[config.mk]
export PLATFORM = sky130hd
export DESIGN_NAME = sertx_channel
export DESIGN_NICKNAME = d
export VERILOG_FILES = /design/src/rtl/sertx_pkg.sv /design/src/rtl/sertx_holding.sv /design/src/rtl/sertx_shifter.sv /design/src/rtl/sertx_status.sv /design/src/rtl/sertx_channel.sv
export SDC_FILE = /design/constraint.sdc
export NUM_CORES = 1
export LEC_CHECK = 0
export ABC_CLOCK_PERIOD_IN_PS = 1850
export CAP_MARGIN = 20
export CELL_PAD_IN_SITES_DETAIL_PLACEMENT = 0
export CELL_PAD_IN_SITES_GLOBAL_PLACEMENT = 1
export CORE_UTILIZATION = 25
export CTS_CLUSTER_DIAMETER = 200
export CTS_CLUSTER_SIZE = 8
export DETAILED_ROUTE_END_ITERATION = 7
export PLACE_DENSITY_LB_ADDON = 0.2
export RECOVER_POWER = 25
export SETUP_SLACK_MARGIN = 0.02
export SYNTH_ARGS = -nofsm -noshare
export SYNTH_HDL_FRONTEND = slang
export SYNTH_SLANG_ARGS = --single-unit
[constraint.sdc]
create_clock -name clk -period 1.85 [get_ports clk]
set_clock_uncertainty 0.05 [all_clocks]
set_input_delay 0.2775 -clock clk [delete_from_list [all_inputs] [get_ports clk]]
set_output_delay 0.2775 -clock clk [all_outputs]
set_load 0.02 [all_outputs]
[src/rtl/sertx_pkg.sv]
// Shared types for the serial transmit channel.
// Assumes: nothing beyond standard SystemVerilog.
package sertx_pkg;

    // Command given to the shifter for the current cycle.
    typedef enum logic [1:0] {
        SHC_RUN    = 2'd0,  // shift on bit_tick if bits remain
        SHC_DIRECT = 2'd1,  // load a written byte, first bit at next tick
        SHC_RELOAD = 2'd2,  // load holding byte and send start bit now
        SHC_PARK   = 2'd3   // free tick with nothing to load: drive park level
    } sh_cmd_e;

endpackage

[src/rtl/sertx_holding.sv]
// Holding register and buffer-empty flag.
// Assumes: direct and reload are never both high; a write takes priority
// over a reload for the flag, so a reload in the same cycle uses the old byte.
module sertx_holding #(
    parameter int DATA_W = 8
) (
    input  logic              clk,
    input  logic              rst_n,
    input  logic              wr_en,
    input  logic [DATA_W-1:0] wr_data,
    input  logic              direct,
    input  logic              reload,
    output logic [DATA_W-1:0] hold_q,
    output logic              buf_empty
);

    // Store written bytes and track whether one is waiting.
    always_ff @(posedge clk) begin
        if (!rst_n) begin
            hold_q    <= '0;
            buf_empty <= 1'b1;
        end else if (wr_en) begin
            hold_q    <= wr_data;
            buf_empty <= direct;
        end else if (reload) begin
            buf_empty <= 1'b1;
        end
    end

    // the flag only drops after a write
    a_r4_empty_falls_on_write: assert property (@(posedge clk) disable iff (!rst_n)
        $fell(buf_empty) |-> $past(wr_en));

    // a reload with no write leaves the buffer empty
    a_r6_reload_empties: assert property (@(posedge clk) disable iff (!rst_n)
        (reload && !wr_en) |=> buf_empty);

endmodule

[src/rtl/sertx_shifter.sv]
// Serial shift register with frame construction and line driver.
// Assumes: cmd is decided by the parent from the free-slot state reported here;
// free_slot is high whenever no bit remains to be started.
module sertx_shifter
    import sertx_pkg::*;
#(
    parameter int DATA_W    = 8,
    parameter int STOP_BITS = 1
) (
    input  logic              clk,
    input  logic              rst_n,
    input  sh_cmd_e           cmd,
    input  logic              bit_tick,
    input  logic [DATA_W-1:0] load_data,
    input  logic              park_level,
    output logic              line,
    output logic              active,
    output logic              free_slot
);

    localparam int FRAME_W = 1 + DATA_W + STOP_BITS;
    localparam int CNT_W   = $clog2(FRAME_W + 1);
    localparam logic [CNT_W-1:0] CNT_FULL = CNT_W'(FRAME_W);

    logic [FRAME_W-1:0] frame;
    logic [FRAME_W-1:0] shreg;
    logic [CNT_W-1:0]   left;

    // Assemble the frame: start bit at bit 0, stop bits at the top.
    always_comb begin
        frame = {{STOP_BITS{1'b1}}, load_data, 1'b0};
    end

    assign free_slot = (left == '0);

    // Load frames, shift one bit per tick and drive the line.
    always_ff @(posedge clk) begin
        if (!rst_n) begin
            shreg  <= '1;
            left   <= '0;
            line   <= 1'b1;
            active <= 1'b0;
        end else begin
            case (cmd)
                SHC_DIRECT: begin
                    shreg  <= frame;
                    left   <= CNT_FULL;
                    active <= 1'b1;
                end
                SHC_RELOAD: begin
                    shreg  <= {1'b1, frame[FRAME_W-1:1]};
                    line   <= frame[0];
                    left   <= CNT_FULL - 1'b1;
                    active <= 1'b1;
                end
                SHC_PARK: begin
                    line   <= park_level;
                    active <= 1'b0;
                end
                default: begin
                    if (bit_tick && !free_slot) begin
                        line  <= shreg[0];
                        shreg <= {1'b1, shreg[FRAME_W-1:1]};
                        left  <= left - 1'b1;
                    end
                end
            endcase
        end
    end

    // bit counter never exceeds a frame
    a_r2_count_bound: assert property (@(posedge clk) disable iff (!rst_n)
        left <= CNT_FULL);

    // an idle shifter has no bits pending
    a_r2_idle_empty: assert property (@(posedge clk) disable iff (!rst_n)
        !active |-> free_slot);

    // a reload puts the start bit on the line
    a_r2_reload_start: assert property (@(posedge clk) disable iff (!rst_n)
        (cmd == SHC_RELOAD) |=> !line);

endmodule

[src/rtl/sertx_status.sv]
// All-sent flag, RTS output with deferred release, and interrupt pulse.
// Assumes: drained_end is high for one cycle at a character end with an
// empty holding register; load_evt marks a direct load or reload.
module sertx_status (
    input  logic clk,
    input  logic rst_n,
    input  logic wr_en,
    input  logic drained_end,
    input  logic load_evt,
    input  logic irq_enable,
    input  logic rts_request,
    output logic all_sent,
    output logic rts_n,
    output logic irq
);

    // Track whether everything written has gone out.
    always_ff @(posedge clk) begin
        if (!rst_n)          all_sent <= 1'b1;
        else if (wr_en)      all_sent <= 1'b0;
        else if (drained_end) all_sent <= 1'b1;
    end

    // Assert RTS on request; release only once drained.
    always_ff @(posedge clk) begin
        if (!rst_n)          rts_n <= 1'b1;
        else if (rts_request) rts_n <= 1'b0;
        else if (all_sent)   rts_n <= 1'b1;
    end

    // Pulse the interrupt for each byte taken by the shifter.
    always_ff @(posedge clk) begin
        if (!rst_n) irq <= 1'b0;
        else        irq <= load_evt && irq_enable;
    end

    // a write clears all-sent
    a_r5_write_clears: assert property (@(posedge clk) disable iff (!rst_n)
        wr_en |=> !all_sent);

    // request drives RTS active
    a_r12_rts_on: assert property (@(posedge clk) disable iff (!rst_n)
        rts_request |=> !rts_n);

    // no release while data is still pending
    a_r12_rts_hold: assert property (@(posedge clk) disable iff (!rst_n)
        (!rts_n && !all_sent) |=> !rts_n);

    // interrupt is never two cycles long
    a_r7_irq_pulse: assert property (@(posedge clk) disable iff (!rst_n)
        irq |=> !irq);

endmodule

[src/rtl/sertx_channel.sv]
// Double-buffered asynchronous transmit channel (top).
// Assumes: control inputs are synchronous to clk; bit_tick is a one-cycle
// pulse per bit period. Decides, per cycle, between direct load, reload,
// park and plain shifting, and wires the holding, shifter and status parts.
module sertx_channel
    import sertx_pkg::*;
#(
    parameter int DATA_W    = 8,
    parameter int STOP_BITS = 1
) (
    input  logic              clk,
    input  logic              rst_n,
    input  logic              wr_en,
    input  logic [DATA_W-1:0] wr_data,
    input  logic              tx_enable,
    input  logic              send_break,
    input  logic              irq_enable,
    input  logic              rts_request,
    input  logic              bit_tick,
    output logic              txd,
    output logic              buf_empty,
    output logic              all_sent,
    output logic              irq,
    output logic              rts_n
);

    logic              sh_active;
    logic              sh_free;
    logic              wr_direct;
    logic              slot;
    logic              reload;
    logic              char_end;
    logic [DATA_W-1:0] hold_q;
    logic [DATA_W-1:0] load_data;
    sh_cmd_e           cmd;

    // Decide what the shifter does this cycle.
    always_comb begin
        wr_direct = wr_en && tx_enable && !sh_active;
        slot      = bit_tick && sh_free && !wr_direct;
        reload    = slot && tx_enable && !send_break && !buf_empty;
        char_end  = slot && sh_active;
        if (wr_direct)   cmd = SHC_DIRECT;
        else if (reload) cmd = SHC_RELOAD;
        else if (slot)   cmd = SHC_PARK;
        else             cmd = SHC_RUN;
        load_data = wr_direct ? wr_data : hold_q;
    end

    sertx_holding #(.DATA_W(DATA_W)) u_hold (
        .clk       (clk),
        .rst_n     (rst_n),
        .wr_en     (wr_en),
        .wr_data   (wr_data),
        .direct    (wr_direct),
        .reload    (reload),
        .hold_q    (hold_q),
        .buf_empty (buf_empty)
    );

    sertx_shifter #(.DATA_W(DATA_W), .STOP_BITS(STOP_BITS)) u_shift (
        .clk        (clk),
        .rst_n      (rst_n),
        .cmd        (cmd),
        .bit_tick   (bit_tick),
        .load_data  (load_data),
        .park_level (!send_break),
        .line       (txd),
        .active     (sh_active),
        .free_slot  (sh_free)
    );

    sertx_status u_stat (
        .clk         (clk),
        .rst_n       (rst_n),
        .wr_en       (wr_en),
        .drained_end (char_end && buf_empty),
        .load_evt    (wr_direct || reload),
        .irq_enable  (irq_enable),
        .rts_request (rts_request),
        .all_sent    (all_sent),
        .rts_n       (rts_n),
        .irq         (irq)
    );

    // a direct load keeps the buffer empty
    a_r3_direct_keeps_empty: assert property (@(posedge clk) disable iff (!rst_n)
        (wr_en && tx_enable && !sh_active) |=> buf_empty);

    // break at a free slot drives the line low
    a_r8_break_low: assert property (@(posedge clk) disable iff (!rst_n)
        (bit_tick && sh_free && !wr_en && send_break) |=> !txd);

    // idle mark at a free slot with nothing to load
    a_r9_idle_mark: assert property (@(posedge clk) disable iff (!rst_n)
        (bit_tick && sh_free && !wr_en && !send_break && (buf_empty || !tx_enable)) |=> txd);

    // an end with empty buffer sets all-sent
    a_r10_drain_sets: assert property (@(posedge clk) disable iff (!rst_n)
        (bit_tick && sh_free && sh_active && buf_empty && !wr_en) |=> all_sent);

endmodule

==> impl_metrics.tcl <==
set metrics [dict create \
    hold_path_class "register to register" \
    path_class "register to register" \
    relSlewSlack_pct 72.08 \
    clk_pin_slew_worst_paths_ns 0.09 \
    htreeDepth 1 \
    grt-ovfl-total 0 \
    drive_gt1_share_pct 12.80 \
    status "finished clean" \
    layout_commonest_cell "dfxtp_1" \
    grt_start_max_net_pins 15 \
    tightest_slew_ns 0.4188 \
    maxCapViolations 0 \
    post-cts-setup-buffer-count 0 \
    ys_ff_latch 27 \
    cts_num_sinks 27 \
    finalPower_mw 1.341 \
    timing.rr.start "u_shift.left[0]" \
    finalSetupViolCount 0 \
    initial_core_util_pct 26.11 \
    grt_pass1_vias 985 \
    fillCellCount 522 \
    min_period_ns 1.746 \
    yosysSeqAreaShare_pct 43.55 \
    power.density_mw_per_mm2 839.1 \
    cts_tree "built" \
    worstPathMaxFanout 4 \
    drv_slew 0 \
    syn-num-nets 155 \
    die_x_um 72.46 \
    crit_path_start_kind "register" \
    antenna_cells 0 \
    vdd_drop_max_v 0.0002386 \
    via_count 1029 \
    syn_area_mm2 0.001241 \
    grt_pass1_wl_um 4664 \
    hold_viol 0 \
    place_congestion 0.7201 \
    route.detailed.wl_per_inst_um 12.19 \
    critPathRequiredTime_ns 1.99 \
    layout_common_cells "27 x dfxtp_1, 20 x nor2_1, 19 x a21oi_1, 19 x clkdlybuf4s50_1, 15 x mux2i_1" \
    fin_crit_sh_pct 94.39 \
    wl_um 2816 \
    rsz0062_at_grt "yes" \
    cts-root-buf "clkbuf_8" \
    worstPathArrival_ns 1.89 \
    port-buffer-count 20 \
    leakagePower_nw 0.6630 \
    critPathLaunch "u_shift.left[0]" \
    drt_first_iter_violations 45 \
    die_area_mm2 0.005250 \
    netlist.area_leader.share_pct 43.55 \
    worstHoldStart "u_stat.rts_n" \
    yosys.area.top_type "dfxtp_1" \
    numCtsBuffers 3 \
    die_h_um 72.46 \
    yosysUniqueCellTypes 33 \
    viasPerCell 4.455 \
    cts.path.max_buffers 2 \
    ant_nets 0 \
    synthCells 138 \
    fin_nets 182 \
    antenna_found_initial 0 \
    rows 25 \
    critPathCaptureType "register" \
    grt.total_usage_pct 11.56 \
    final_util_pct 33.61 \
    dp_hpwl_um 2160 \
    drc 0 \
    first_pass_iters 4 \
    synth_area_leaders "dfxtp_1 44%, mux2i_1 12%, a21oi_1 7.7%, nor2_1 6.0%, and2b_1 3.6%" \
    core-area_mm2 0.004755 \
    io_pins 21 \
    syn_to_final_growth_pct 28.73 \
    clk_latency_ns 0.27 \
    fmax_ghz 0.5727 \
    synth_area_per_cell_um2 8.994 \
    synth_warnings 0 \
]
## cells in the mapped netlist
master,n
a31oi_1,3
and2b_1,6
nor4_2,1
or3b_1,1
and3_1,1
buf_6,3
ha_1,1
and3b_1,1
inv_1,4
nor3_1,3
nor2_1,20
mux2_2,1
nand4b_1,1
clkbuf_1,2
buf_1,1
a21oi_1,19
nand3b_1,1
a311oi_1,1
and2_1,1
mux2i_1,15
o21ai_0,8
nor3b_1,1
and2_4,1
a21o_2,1
nand2_1,7
nand2_4,1
dfxtp_1,27
and4bb_1,1
o22ai_1,1
and2b_2,1
o31ai_1,1
and3_2,1
clkbuf_2,1
## final cells by class
cell class                 instances  area (um2)  area share (%)
sequential                        27       540.5           33.83
clock buffer                       4       45.04           2.819
inverter                           4       15.01          0.9397
tap                               67       83.83           5.247
timing repair buffer              29       267.8           16.76
multi-input combinational        100       645.6           40.41
## per-stage QoR
stage                     setup slack [ns]  hold slack (ns)  instance area [um2]  setup TNS, ns  cells
after floorplan                    0.05879           0.3391                 1241              0    138
after global placement            -0.01467           0.4353                 1543       -0.01467    227
after detailed placement          -0.05310           0.4417                 1543       -0.05310    227
after CTS                          0.06509           0.4605                 1590              0    231
after global routing              0.007647           0.4787                 1598              0    231
final                               0.1038           0.4498                 1598              0    231
## final timing paths
path                            cells after the start               to  slack, ns
worst max-delay path                                6  u_shift.left[1]       0.10
worst max register to register                      6  u_shift.left[1]       0.10
worst min-delay path                                2     u_stat.rts_n       0.45
worst min register to register                      2     u_stat.rts_n       0.45
## cells by family after synthesis
family | after synthesis | share of synthesized area [%]
buffers and inverters | 11 | 5.241
muxes | 16 | 13.00
and+or+nand+nor | 49 | 22.28
adders and majority gates | 1 | 1.008
AOI/OAI and AO/OA | 34 | 14.92
DFF | 27 | 43.55
## what timing repair did
action                                  CTS  global route
hold buffers                              0             0
pin swaps                                 0             0
resized for setup                         1             3
endpoints found under the setup margin    2             8
## report_power, final
part / switching (mW) / internal [mW] / leakage, nW
logic: 0.160 / 0.179 / 0.417
registers: 0.0350 / 0.632 / 0.223
clock network: 0.180 / 0.154 / 0.0228
## critical path: stages (launching register included)
cell and delay [ns]:
dfxtp_1 0.34, inv_1 0.08, ha_2 0.20, or3b_4 0.42, nand2_4 0.09, mux2_2 0.34, o31ai_2 0.16
## sequential cells by signal, summed over array words and instances, names as in the netlist
| register | cells |
|---|---|
| u_shift.left | 4 |
| u_shift.line | 1 |
| u_stat.irq | 1 |
| u_stat.rts_n | 1 |
| u_stat.all_sent | 1 |
| u_shift.active | 1 |
| u_hold.buf_empty | 1 |
| u_hold.hold_q | 8 |
| u_shift.shreg | 9 |
## per-layer routing
metal | vias up | GRT usage [%] | share of wire, %
li1 | 534 | - | -
met1 | 477 | 16.09 | 51
met2 | 14 | 16.72 | 45
met3 | 4 | 1.806 | 2.8
met4 | 0 | 6.972 | 1.9
met5 | - | 0 | 0
Note: power is estimated with default switching activity, not from simulation.
